## src/rtl/cpr_pkg.sv

```systemverilog
package cpr_pkg;
  typedef enum logic [1:0] {
    SW_OFF     = 2'b00,
    SW_ON      = 2'b01,
    SW_TRAINER = 2'b10,
    SW_HOLD    = 2'b11
  } sw_e;

  localparam int MODE_IDX = 3;

  // register index of the data word of patch record k
  function automatic int data_idx(input int k);
    return (k == 0) ? 0 : 3 * k + 1;
  endfunction
endpackage

```

## src/rtl/cpr_regfile.sv

```systemverilog
module cpr_regfile #(
  parameter int NUM_PATCH = 4,
  parameter int DATA_W    = 16,
  parameter int OFF_W     = 15,
  parameter int HI_LSB    = 8,
  parameter int HI_W      = 6,
  localparam int NUM_REGS = 3 * NUM_PATCH + 1,
  localparam int WA_W     = HI_W + DATA_W
) (
  input  logic                                clk,
  input  logic                                rst_n,
  input  logic                                clr,
  input  logic                                wr_en,
  input  logic [OFF_W-1:0]                    wr_off,
  input  logic [DATA_W-1:0]                   wr_data,
  output logic [NUM_PATCH-1:0][DATA_W-1:0]    slot_data,
  output logic [NUM_PATCH-1:0][WA_W-1:0]      slot_waddr,
  output logic                                mode_hit
);
  logic [NUM_REGS-1:0][DATA_W-1:0] regs_q, regs_d;
  logic wr_hit;

  assign wr_hit = wr_en && !clr && (wr_off < OFF_W'(NUM_REGS));

  always_comb begin
    regs_d = regs_q;
    if (clr) begin
      regs_d = '0;
    end else if (wr_hit) begin
      for (int i = 0; i < NUM_REGS; i++) begin
        if (wr_off == OFF_W'(i)) regs_d[i] = wr_data;
      end
    end
  end

  assign mode_hit = wr_hit && (regs_d[cpr_pkg::MODE_IDX] == {DATA_W{1'b1}});

  for (genvar k = 0; k < NUM_PATCH; k++) begin : g_view
    localparam int DI = cpr_pkg::data_idx(k);
    assign slot_data[k]  = regs_d[DI];
    assign slot_waddr[k] = {regs_d[DI+2][HI_LSB+HI_W-1:HI_LSB], regs_d[DI+1]};
  end

  always_ff @(posedge clk or negedge rst_n) begin
    if (!rst_n) regs_q <= '0;
    else        regs_q <= regs_d;
  end
endmodule

```

## src/rtl/cpr_mode_ctrl.sv

```systemverilog
module cpr_mode_ctrl #(
  parameter bit BASIC_BOARD = 1'b0
) (
  input  logic       clk,
  input  logic       rst_n,
  input  logic       soft_rst,
  input  logic [1:0] sw_req,
  input  logic       mode_hit,
  output logic       clr,
  output logic       latch_en,
  output logic       patch_on,
  output logic       cart_sel
);
  import cpr_pkg::*;

  sw_e state_q, state_d, eff;

  always_comb begin
    unique case (sw_e'(sw_req))
      SW_OFF:     eff = SW_OFF;
      SW_ON:      eff = SW_ON;
      SW_TRAINER: eff = BASIC_BOARD ? SW_OFF : SW_TRAINER;
      default:    eff = state_q;
    endcase
  end

  assign clr      = soft_rst && (state_q == SW_TRAINER);
  assign state_d  = clr ? state_q : eff;
  assign latch_en = !clr && (((eff == SW_ON) && (state_q != SW_ON)) ||
                             (mode_hit && (state_q == SW_ON)));
  assign patch_on = (state_q == SW_ON);

  always_ff @(posedge clk or negedge rst_n) begin
    if (!rst_n) begin
      state_q  <= SW_OFF;
      cart_sel <= 1'b0;
    end else begin
      state_q <= state_d;
      if (clr)           cart_sel <= 1'b0;
      else if (mode_hit) cart_sel <= 1'b1;
    end
  end
endmodule

```

## src/rtl/cpr_patch_slot.sv

```systemverilog
module cpr_patch_slot #(
  parameter int DATA_W = 16,
  parameter int WA_W   = 22,
  parameter int RA_W   = 23
) (
  input  logic              clk,
  input  logic              rst_n,
  input  logic              clr,
  input  logic              latch_en,
  input  logic [DATA_W-1:0] data_in,
  input  logic [WA_W-1:0]   waddr_in,
  input  logic [RA_W-1:0]   rd_waddr,
  output logic              hit,
  output logic [DATA_W-1:0] pdata
);
  logic [WA_W-1:0] waddr_q;

  always_ff @(posedge clk or negedge rst_n) begin
    if (!rst_n) begin
      waddr_q <= '0;
      pdata   <= '0;
    end else if (clr) begin
      waddr_q <= '0;
      pdata   <= '0;
    end else if (latch_en) begin
      waddr_q <= waddr_in;
      pdata   <= data_in;
    end
  end

  assign hit = (rd_waddr == RA_W'(waddr_q));
endmodule

```

## src/rtl/cpr_read_sel.sv

```systemverilog
module cpr_read_sel #(
  parameter int NUM_PATCH = 4,
  parameter int DATA_W    = 16
) (
  input  logic                             en,
  input  logic [NUM_PATCH-1:0]             hits,
  input  logic [NUM_PATCH-1:0][DATA_W-1:0] pdata,
  input  logic [DATA_W-1:0]                rom_data,
  output logic [DATA_W-1:0]                out_data
);
  always_comb begin
    out_data = rom_data;
    if (en) begin
      for (int i = NUM_PATCH - 1; i >= 0; i--) begin
        if (hits[i]) out_data = pdata[i];
      end
    end
  end
endmodule

```

## src/rtl/cheat_patch_ctrl.sv

```systemverilog
module cheat_patch_ctrl #(
  parameter int ADDR_W      = 24,
  parameter int DATA_W      = 16,
  parameter int WIN_W       = 16,
  parameter int NUM_PATCH   = 4,
  parameter int HI_LSB      = 8,
  parameter int HI_W        = 6,
  parameter bit BASIC_BOARD = 1'b0
) (
  input  logic              clk,
  input  logic              rst_n,
  input  logic              soft_rst_i,
  input  logic [1:0]        switch_i,
  input  logic              reg_wr_i,
  input  logic [WIN_W-1:1]  reg_addr_i,
  input  logic [DATA_W-1:0] reg_wdata_i,
  input  logic [ADDR_W-1:1] rd_addr_i,
  input  logic [DATA_W-1:0] rom_rdata_i,
  output logic [DATA_W-1:0] rd_data_o,
  output logic              rom_sel_o,
  input  logic              ram_byte_i,
  input  logic [DATA_W-1:0] ram_wdata_i,
  output logic [DATA_W-1:0] ram_wdata_o
);
  localparam int OFF_W = WIN_W - 1;
  localparam int RA_W  = ADDR_W - 1;
  localparam int WA_W  = HI_W + DATA_W;

  logic clr, latch_en, patch_on, mode_hit, low_win, sub_en;
  logic [NUM_PATCH-1:0][DATA_W-1:0] slot_data, slot_pdata;
  logic [NUM_PATCH-1:0][WA_W-1:0]   slot_waddr;
  logic [NUM_PATCH-1:0]             slot_hit;

  cpr_regfile #(
    .NUM_PATCH(NUM_PATCH), .DATA_W(DATA_W), .OFF_W(OFF_W),
    .HI_LSB(HI_LSB), .HI_W(HI_W)
  ) u_regs (
    .clk(clk), .rst_n(rst_n), .clr(clr),
    .wr_en(reg_wr_i), .wr_off(reg_addr_i), .wr_data(reg_wdata_i),
    .slot_data(slot_data), .slot_waddr(slot_waddr), .mode_hit(mode_hit)
  );

  cpr_mode_ctrl #(.BASIC_BOARD(BASIC_BOARD)) u_mode (
    .clk(clk), .rst_n(rst_n), .soft_rst(soft_rst_i), .sw_req(switch_i),
    .mode_hit(mode_hit), .clr(clr), .latch_en(latch_en),
    .patch_on(patch_on), .cart_sel(rom_sel_o)
  );

  for (genvar k = 0; k < NUM_PATCH; k++) begin : g_slot
    cpr_patch_slot #(.DATA_W(DATA_W), .WA_W(WA_W), .RA_W(RA_W)) u_slot (
      .clk(clk), .rst_n(rst_n), .clr(clr), .latch_en(latch_en),
      .data_in(slot_data[k]), .waddr_in(slot_waddr[k]),
      .rd_waddr(rd_addr_i), .hit(slot_hit[k]), .pdata(slot_pdata[k])
    );
  end

  assign low_win = (rd_addr_i[ADDR_W-1:WIN_W] == '0);
  assign sub_en  = patch_on && (rom_sel_o || !low_win);

  cpr_read_sel #(.NUM_PATCH(NUM_PATCH), .DATA_W(DATA_W)) u_sel (
    .en(sub_en), .hits(slot_hit), .pdata(slot_pdata),
    .rom_data(rom_rdata_i), .out_data(rd_data_o)
  );

  // companion RAM has no low-byte strobe: a byte lands in every byte lane
  assign ram_wdata_o = ram_byte_i ? {(DATA_W/8){ram_wdata_i[7:0]}} : ram_wdata_i;
endmodule

```

## config.mk

```make
export PLATFORM = sky130hd
export DESIGN_NAME = cheat_patch_ctrl
export DESIGN_NICKNAME = d
export VERILOG_FILES = /design/src/rtl/cpr_pkg.sv /design/src/rtl/cpr_regfile.sv /design/src/rtl/cpr_mode_ctrl.sv /design/src/rtl/cpr_patch_slot.sv /design/src/rtl/cpr_read_sel.sv /design/src/rtl/cheat_patch_ctrl.sv
export SDC_FILE = /design/constraint.sdc
export NUM_CORES = 1
export LEC_CHECK = 0
export ABC_AREA = 1
export BUFFER_PORTS_ARGS = -buffer_cell sky130_fd_sc_hd__buf_2
export CAP_MARGIN = 20
export CORE_MARGIN = 10
export CORE_UTILIZATION = 45
export CTS_BUF_LIST = sky130_fd_sc_hd__clkbuf_4
export CTS_CLUSTER_DIAMETER = 40
export DETAILED_ROUTE_END_ITERATION = 16
export PLACE_DENSITY_LB_ADDON = 0.2
export SLEW_MARGIN = 20
export SYNTH_ARGS = -nofsm -noshare
export SYNTH_HDL_FRONTEND = slang
export SYNTH_SLANG_ARGS = --single-unit
export TNS_END_PERCENT = 100
```

## constraint.sdc

```tcl
create_clock -name clk -period 6.72 [get_ports clk]
set_input_delay 1.344 -clock clk [delete_from_list [all_inputs] [get_ports clk]]
set_output_delay 1.344 -clock clk [all_outputs]
set_load 0.005 [all_outputs]
```

==> results of run 1 <==
power breakdown:
part           switching (µW)  internal (µW)  total (µW)
registers                1.93           1950        1950
clock network             833            949        1780
logic                     266           89.4         356
registers in the layout, indices dropped and copies added, names as in the netlist:
name                   flops
u_regs.regs_q            168
g_slot.u_slot.pdata       64
u_mode.state_q             2
g_slot.u_slot.waddr_q     88
u_mode.cart_sel            1
worst max-delay path by stage:
stage	from	end	slack [ps]	cells past startpoint
global placement	rd_addr_i[16]	rd_data_o[10]	1480	14
CTS	rd_addr_i[6]	rd_data_o[2]	1390	13
finish	rd_addr_i[1]	rd_data_o[0]	1650	16
detailed placement	rd_addr_i[6]	rd_data_o[2]	1390	13
floorplan	rd_addr_i[4]	rd_data_o[10]	2370	13
global route	rd_addr_i[8]	rd_data_o[1]	1360	15
worst max-delay path, delay by kind of cell:
family | cells | cell delay, ps
AND/OR/NAND/NOR | 11 | 1670
AO/OA/AOI/OAI | 1 | 70
buffers and inverters | 4 | 640
stage by stage:
step                      total power, µW  std cells  cell area, µm²  hold slack [ps]  util, %
after floorplan                      2180       1952           15600              468        -
after global placement               2340       2423           16400              489     47.7
after detailed placement             2340       2424           16400              490     47.8
after CTS                            4130       2579           17500              504     51.0
after global routing                 4290       2581           17600              525     51.1
final                                4090       2582           17600              504     51.1
synthesized netlist by cell type, types with 9 or more instances:
cell type	n	area, µm²
nand2_1	468	1760
dfrtp_1	323	8080
nand3_1	221	1110
inv_1	219	822
o21ai_0	172	861
a21oi_1	153	766
clkbuf_1	95	357
nor2_1	94	353
nand4_1	57	357
xnor2_1	26	228
buf_2	21	105
or2_2	19	119
o22ai_1	12	75.1
nor3_1	11	55.1
xor2_1	11	96.3
buf_4	9	67.6
cell type report:
cell class | count | area (µm²)
Clock buffer | 135 | 1010
Timing Repair Buffer | 151 | 863
Clock inverter | 20 | 111
Tap cell | 455 | 569
Multi-Input combinational cell | 1272 | 6070
Inverter | 223 | 837
Fill cell | 3426 | 16800
Antenna cell | 3 | 7.51
Sequential cell | 323 | 8080
metal layers:
| layer | up-vias | part of all wire (%) |
|---|---|---|
| met5 | - | 0 |
| met4 | 0 | 2.6 |
| met3 | 71 | 6.3 |
| met2 | 401 | 45 |
| met1 | 6551 | 46 |
| li1 | 6585 | - |
cells by family (layout without fill, tap and decap cells):
family                 after synthesis  after routing
AO/OA/AOI/OAI                      344            344
XOR/XNOR                            37             37
buffers and inverters              357            529
flip-flops                         323            323
multiplexers                         8              8
other                                0              3
AND/OR/NAND/NOR                    883            883
layout by cell type (no fill, tap or decap), types with 57 or more instances in the layout:
cell type,count
a21oi_1,153
buf_2,124
clkbuf_4,135
dfrtp_1,323
inv_1,219
nand2_1,467
nand3_1,220
nand4_1,57
nor2_1,93
o21ai_0,172
==> flow_metrics.env, run 1 <==
export IMPL_drc=0
export IMPL_grt_max_degree=168
export IMPL_cts_resized=0
export IMPL_vias=13600
export IMPL_synthMuxAreaShare_pct=0.577
export IMPL_rows=68
export IMPL_core_um2=34400
export IMPL_ys_seq_area_share_pct=51.7
export IMPL_min_path_type="reg2reg"
export IMPL_worst_slew_pin_slew_ps=1100
export IMPL_cts_setup_buffers=0
export IMPL_r2r_slack_ps=3050
export IMPL_cts_buffer_depth=3
export IMPL_place_hpwl_mm=31.9
export IMPL_rsz0062_at_grt="no"
export IMPL_clock_fmax_mhz=197
export IMPL_setup_worst_path_end_class="output pin"
export IMPL_grt_busiest_layer="met2"
export IMPL_status="complete, no violations"
export IMPL_worstSkewPairLatency_ps=730
export IMPL_start_kind="input port"
export IMPL_synth_compound_area_share_pct=11.3
export IMPL_overflow=0
export IMPL_wire_per_inst_um=19.2
export IMPL_synth_seq_cells=323
export IMPL_place_gp_congestion=0.937
export IMPL_worstReg2RegEnd="g_slot[2].u_slot.pdata[15]$_DFFE_PN0P_"
export IMPL_async_reset_ff_share_pct=100
export IMPL_yosys_cell_types_count=33
export IMPL_arrival_ps=3730
export IMPL_synthAdderAreaFrac_pct=0
export IMPL_setup_viol=0
export IMPL_regToRegStartpoint="u_mode.state_q[1]$_DFFE_PN0P_"
export IMPL_place_ws_ps=1390
export IMPL_critical_path_max_stage_delay_ps=500
export IMPL_dr_pass1_iters=6
export IMPL_antenna_found_initial=3
export IMPL_grt_pass1_vias=13200
export IMPL_whs_path_depth=2
export IMPL_cts_hold_buf=0
export IMPL_p_leak_uw=0.00911
export IMPL_synthCells=1952
export IMPL_start_util_pct=45.4
export IMPL_synthSimpleGateAreaFrac_pct=24.7
export IMPL_dieHeight_um=206
export IMPL_peakVddDrop_v=0.000135
export IMPL_drtIter0Drc=1236
export IMPL_final_layout_size_suffix_gt1_share_pct=15.7
export IMPL_use_met1_pct=32.7
export IMPL_grt_pass1_wl_mm=76.8
export IMPL_holdPathEnd="g_slot[2].u_slot.pdata[4]$_DFFE_PN0P_"
export IMPL_crit_type="in2out"
export IMPL_setup_tns_final_ps=0
export IMPL_avgSynthCellArea_um2=8.00
export IMPL_cp_required_ps=5380
export IMPL_drt_total_wl_mm=49.6
export IMPL_grt_use_met2_pct=35.0
export IMPL_grtUsageTotal_pct=23.2
export IMPL_synth_nets=2045
export IMPL_ant_nets=0
export IMPL_finClkSkew_ps=32.9
export IMPL_synth_edff_count=0
export IMPL_io_buffers=125
export IMPL_cts_buffers_inserted=89
export IMPL_synth_top_family_by_area="simple AND/OR/NAND/NOR gates"
export IMPL_synth_xor_area_share_pct=2.07
export IMPL_layout_setup_ws_ps=1650
export IMPL_cts_tree="done"
export IMPL_hold_viol=0
export IMPL_use_met3_pct=4.94
export IMPL_crit_slowest_cell="nand3_1"
export IMPL_rr_worst_depth=8
export IMPL_synth_area_um2=15600
export IMPL_report_final_slew_viol_count=0
export IMPL_hp_start="g_slot[2].u_slot.pdata[4]$_DFFE_PN0P_"
export IMPL_ios=126
export IMPL_timing_final_crit_period_ps=5070
export IMPL_crit_chain="buf_2 > inv_1 > nand2_1 > o21ai_0 > nor2_1 > nand4_1 > nor2_1 > buf_4 > nand3_1 > nand2_1 > nand3_1 > nand3_1 > nand3_1 > nand2_1 > nand2_1 > buf_2"
export IMPL_die_area_um2=42600
export IMPL_root_buffer="clkbuf_4"
export IMPL_ys_flop_type="dfrtp_1"
export IMPL_nets=2153
export IMPL_htreeDepth=3
export IMPL_powerDensity_nw_per_um2=233
export IMPL_slew_headroom_pct=26.4
export IMPL_fin_crit_sh_pct=75.5
export IMPL_cts_sinks=323
export IMPL_maxCapViolations=0
export IMPL_clk_pin_slew_ps=50
export IMPL_ys_warn_count=0
export IMPL_cp_max_fo=17
export IMPL_chipWidth_um=206
export IMPL_syn_to_final_growth_pct=12.4
export IMPL_viasPerCell=5.27
Note: power is estimated with default switching activity, not from simulation.
==> run 2: changes to the inputs <==
clock period = 5.1 ns   (was 6.72 ns; I/O delays follow)
==> run 2 against run 1 <==
Clock power up 36%. Final area up 0.62%. Clock skew rose by 17 ps. Critical endpoint is now rd_data_o[13]. Largest power group unchanged.
==> flow_metrics.env, run 2 (synthesis results as in run 1) <==
export IMPL_status="complete, no violations"
export IMPL_start_kind="input port"
export IMPL_clock_fmax_mhz=224
export IMPL_power_switching_uw=1460
export IMPL_rows=68
export IMPL_place_gp_congestion=0.975
export IMPL_drt_total_wl_mm=49.7
export IMPL_cts_tree="done"
export IMPL_crit_chain="buf_2 > inv_1 > o21ai_0 > nor2_1 > nand4_1 > nor2_1 > buf_4 > nand3_1 > nand2_1 > nand3_1 > nand3_1 > nand3_1 > nand2_1 > nand2_1 > buf_2"
export IMPL_setup_tns_final_ps=0
export IMPL_cts_hold_buf=0
export IMPL_clk_pin_slew_ps=60
export IMPL_reg_top3="u_regs.regs_q: 168 flops, g_slot.u_slot.waddr_q: 88 flops, g_slot.u_slot.pdata: 64 flops"
export IMPL_critical_path_max_stage_delay_ps=530
export IMPL_arrival_ps=3440
export IMPL_fin_crit_sh_pct=87.4
export IMPL_cp_startpoint="rd_addr_i[8]"
export IMPL_grt_max_degree=172
export IMPL_cts_setup_buffers=0
export IMPL_cts_buffer_depth=3
export IMPL_placed_area_um2=16500
export IMPL_start_util_pct=45.4
export IMPL_sequentialPowerShare_pct=47.0
export IMPL_finClkSkew_ps=49.5
export IMPL_root_buffer="clkbuf_4"
export IMPL_cts_resized=0
export IMPL_dr_pass1_iters=5
export IMPL_drtIter0Drc=1239
export IMPL_worstReg2RegEnd="g_slot[1].u_slot.waddr_q[6]$_DFFE_PN0P_"
export IMPL_io_buffers=125
export IMPL_pwr_share_comb_pct=8.8
export IMPL_core_um2=34400
export IMPL_ant_nets=0
export IMPL_htreeDepth=3
export IMPL_critPathTopFamily="simple AND/OR/NAND/NOR gates"
export IMPL_crit_end="rd_data_o[13]"
export IMPL_regToRegStartpoint="u_mode.state_q[0]$_DFFE_PN0P_"
export IMPL_final_common_cell="nand2_1"
export IMPL_grt_pass1_wl_mm=77.1
export IMPL_drc=0
export IMPL_crit_type="in2out"
export IMPL_fillerInstances=3410
export IMPL_syn_to_final_growth_pct=13.1
export IMPL_cp_max_fo=17
export IMPL_nets=2158
export IMPL_hold_viol=0
export IMPL_design_area_um2=17700
export IMPL_wire_per_inst_um=19.3
export IMPL_powerDensity_nw_per_um2=310
export IMPL_cp_required_ps=4080
export IMPL_largest_reg_flops=168
export IMPL_die_area_um2=42600
export IMPL_setup_viol=0
export IMPL_worst_slew_pin_slew_ps=1010
export IMPL_worstSkewPairLatency_ps=760
export IMPL_antenna_found_initial=2
export IMPL_dieHeight_um=206
export IMPL_p_leak_uw=0.00915
export IMPL_rsz0062_at_grt="no"
export IMPL_timing_final_crit_period_ps=4460
export IMPL_min_path_type="in2async"
export IMPL_crit_slowest_cell="nand3_1"
export IMPL_cts_sinks=323
export IMPL_layout_common_cells="nand2_1 (467), dfrtp_1 (323), nand3_1 (221), inv_1 (219), o21ai_0 (172)"
export IMPL_r2r_slack_ps=1620
export IMPL_viasPerCell=5.36
export IMPL_chipWidth_um=206
export IMPL_p_sw_share_pct=26.7
export IMPL_crit_buf_inv=4
export IMPL_report_final_slew_viol_count=0
export IMPL_final_layout_size_suffix_gt1_share_pct=15.6
export IMPL_rr_worst_depth=16
export IMPL_top_register="u_regs.regs_q"
export IMPL_maxCapViolations=0
export IMPL_critPathMostFrequentCell="nand3_1"
export IMPL_setup_worst_path_end_class="output pin"
export IMPL_slew_headroom_pct=33.0
export IMPL_ios=126
export IMPL_vias=13800
export IMPL_grt_pass1_vias=13500
export IMPL_grtUsageTotal_pct=23.3
export IMPL_cts_buffers_inserted=89
export IMPL_peakVddDrop_v=0.000182
export IMPL_p_int_uw=4010
export IMPL_overflow=0
export IMPL_p_clk_share_pct=44.2
export IMPL_place_hpwl_mm=31.4
export IMPL_path_depth=15
-- run 2: cell types whose count changed in the layout (fill, tap and decap cells not counted) --
cell	change
buf_12	+4
buf_8	+1
bufinv_16	+3
clkbuf_4	-11
clkinv_1	+1
clkinv_2	+1
clkinv_4	+1
diode_2	-1
inv_2	-1
nand3_1	+1
nand3_2	-1
-- run 2: how the worst min path moves through the flow --
| stage | cells past startpoint | end | from |
|---|---|---|---|
| 6_report | 1 | u_regs.regs_q[154]$_DFF_PN0_ | rst_n |
| 4_1_cts | 1 | u_regs.regs_q[54]$_DFF_PN0_ | rst_n |
| 2_1_floorplan | 2 | g_slot[2].u_slot.pdata[0]$_DFFE_PN0P_ | g_slot[2].u_slot.pdata[0]$_DFFE_PN0P_ |
| 3_3_place_gp | 2 | g_slot[2].u_slot.pdata[5]$_DFFE_PN0P_ | g_slot[2].u_slot.pdata[5]$_DFFE_PN0P_ |
| 5_1_grt | 1 | u_regs.regs_q[17]$_DFF_PN0_ | rst_n |
| 3_5_place_dp | 2 | g_slot[2].u_slot.pdata[1]$_DFFE_PN0P_ | g_slot[2].u_slot.pdata[1]$_DFFE_PN0P_ |
-- run 2: per-layer routing --
metal  track usage, %  up-vias  wire, µm
met1             32.4     6703     22800
met2             35.0      461     22500
met5                0        -         0
met4             8.39        0      1270
li1                 -     6577         -
met3             4.94       80      3150
-- run 2: per-stage QoR --
stage | worst slack (ps) | total power [µW] | instances | util [%] | hold WS, ps
2_1_floorplan | 1400 | 2870 | 1952 | - | 468
3_3_place_gp | 709 | 3100 | 2427 | 47.9 | 489
3_5_place_dp | 694 | 3100 | 2428 | 48.0 | 490
4_1_cts | 668 | 5530 | 2577 | 51.3 | 322
5_1_grt | 404 | 5720 | 2580 | 51.4 | 324
6_report | 642 | 5470 | 2580 | 51.4 | 331
-- run 2: final cells by class --
type,instances,area [µm²],area share [%]
clock buffers,124,931,5.27
flip-flops and latches,323,8080,45.8
multi-input cells,1272,6070,34.3
diodes,2,5.00,0.0283
well taps,455,569,3.22
inverters,223,837,4.74
clock inverters,25,215,1.22
repair buffers,156,958,5.43
-- run 2: power groups by stage --
stage                     Clock [µW]  Combinational (µW)  Sequential [µW]
after floorplan                    0                 260             2610
after global placement             0                 482             2620
after global routing            2630                 531             2570
after CTS                       2480                 484             2570
final                           2420                 483             2570
after detailed placement           0                 483             2620
==> run 3: changes to the inputs <==
PLACE_DENSITY_LB_ADDON = default   (was 0.2)
==> run 3 against run 2 <==
Non-clock buffer count grew 1. Final cell count is 0.39% higher. Core utilization fell by 0.098 points. First-iteration DRC count is 16% lower. Routed wire length fell by 0.40%. Critical path depth rose by 1. Maximum frequency up 5.7%. Sequential cell count unchanged. Final area decreased by 0.19%. Die area is the same. Clock power fell by 4%. Hold slack worse by 53 ps. Largest cell class unchanged. Highest routed layer is now met5.
==> flow_metrics.env, run 3 (synthesis results as in run 1) <==
export IMPL_setup_viol=0
export IMPL_multi_input_area_um2=6070
export IMPL_fillerInstances=3448
export IMPL_hold_viol=0
export IMPL_seq_area_um2=8080
export IMPL_status="complete, no violations"
export IMPL_min_path_type="in2async"
export IMPL_start_util_pct=45.4
export IMPL_arrival_ps=3200
export IMPL_place_gp_congestion=0.895
export IMPL_ant_nets=0
export IMPL_final_common_cell="nand2_1"
export IMPL_start_kind="input port"
export IMPL_place_hpwl_mm=31.3
export IMPL_report_final_slew_viol_count=0
export IMPL_cp_max_fo=17
export IMPL_cts_sinks=323
export IMPL_dr_pass1_iters=5
export IMPL_wire_per_inst_um=19.1
export IMPL_drc=0
export IMPL_cts_hold_buf=0
export IMPL_finClkSkew_ps=35.9
export IMPL_cts_buffer_depth=3
export IMPL_layout_common_cells="nand2_1 (466), dfrtp_1 (323), nand3_1 (221), inv_1 (219), o21ai_0 (172)"
export IMPL_reg_top3="u_regs.regs_q: 168 flops, g_slot.u_slot.waddr_q: 88 flops, g_slot.u_slot.pdata: 64 flops"
export IMPL_worst_slew_pin_slew_ps=988
export IMPL_top_register="u_regs.regs_q"
export IMPL_design_area_um2=17600
export IMPL_fin_crit_sh_pct=82.7
export IMPL_cp_required_ps=4080
export IMPL_ios=126
export IMPL_htreeDepth=3
export IMPL_holdWs_ps=278
export IMPL_setup_worst_path_end_class="output pin"
export IMPL_viasPerCell=5.35
export IMPL_final_layout_size_suffix_gt1_share_pct=16.0
export IMPL_r2r_slack_ps=1620
export IMPL_grtUsageTotal_pct=23.6
export IMPL_worstSkewPairLatency_ps=740
export IMPL_maxCapViolations=0
export IMPL_placed_area_um2=16500
export IMPL_overflow=0
export IMPL_peakVddDrop_v=0.000132
export IMPL_root_buffer="clkbuf_4"
export IMPL_setup_tns_final_ps=0
export IMPL_grt_max_degree=153
export IMPL_cts_buffers_inserted=89
export IMPL_clk_pin_slew_ps=60
export IMPL_drtIter0Drc=1036
export IMPL_powerDensity_nw_per_um2=305
export IMPL_die_area_um2=42600
export IMPL_dieHeight_um=206
export IMPL_rows=68
export IMPL_p_leak_uw=0.00916
export IMPL_layoutNonFillerInstCount=2590
export IMPL_grt_pass1_vias=13600
export IMPL_cts_setup_buffers=0
export IMPL_cts_tree="done"
export IMPL_placedCellCount=2429
export IMPL_slew_headroom_pct=34.1
export IMPL_antenna_found_initial=3
export IMPL_core_um2=34400
export IMPL_vias=13900
export IMPL_clock_fmax_mhz=237
export IMPL_largest_reg_flops=168
export IMPL_grt_pass1_wl_mm=78.6
export IMPL_cts_resized=0
export IMPL_nets=2159
export IMPL_syn_to_final_growth_pct=12.9
export IMPL_crit_type="in2out"
export IMPL_drt_total_wl_mm=49.5
export IMPL_chipWidth_um=206
export IMPL_timing_final_crit_period_ps=4220
export IMPL_io_buffers=125
export IMPL_rsz0062_at_grt="no"
run 3: final cells by class:
class                   instances  area share (%)
diodes                          3          0.0426
clock buffers                 141            6.00
clock inverters                16           0.348
inverters                     223            4.75
multi-input cells            1272            34.4
flip-flops and latches        323            45.8
well taps                     455            3.23
repair buffers                157            5.37
run 3: layer usage:
metal  vias up  track usage, %  wire (µm)
li1       6590               -          -
met1      6667            32.8      22400
met2       496            35.3      21900
met3       105            5.39       3770
met4         2            8.78       1410
met5         -               0         20
run 3: power breakdown:
part           internal [µW]  switching [µW]
Clock                   1240            1080
Combinational            125             359
Sequential              2570            2.36
Total                   3930            1450
run 3: path summary, 6_finish.rpt:
kind	start	end	cells past startpoint
min in group clk	g_slot[1].u_slot.pdata[1]$_DFFE_PN0P_	g_slot[1].u_slot.pdata[1]$_DFFE_PN0P_	2
hold reg to reg	g_slot[1].u_slot.pdata[1]$_DFFE_PN0P_	g_slot[1].u_slot.pdata[1]$_DFFE_PN0P_	2
setup reg to reg	u_mode.state_q[1]$_DFFE_PN0P_	g_slot[2].u_slot.pdata[8]$_DFFE_PN0P_	15
setup / recovery	rd_addr_i[20]	rd_data_o[12]	16
max in group asynchronous	rst_n	g_slot[1].u_slot.waddr_q[11]$_DFFE_PN0P_	2
hold / removal	rst_n	g_slot[0].u_slot.waddr_q[20]$_DFFE_PN0P_	1
run 3: through the flow:
step,total power [µW],setup WS (ps),utilization (%)
after floorplan,2870,1400,-
after global placement,3100,869,48.0
after detailed placement,3100,753,48.0
after CTS,5440,925,51.2
after global routing,5640,720,51.3
final,5380,883,51.3
run 3: worst max-delay path, cell delays in order:
cell     delay [ps]
buf_2           110
inv_1           280
o22ai_1         150
nor2_1          110
nand4_1          80
nor2_1          170
buf_4           280
nand3_1         100
buf_4           220
nand2_1         100
nand3_1          60
nand3_1          70
nand3_1         140
nand2_1         110
nand2_1          50
buf_2           120
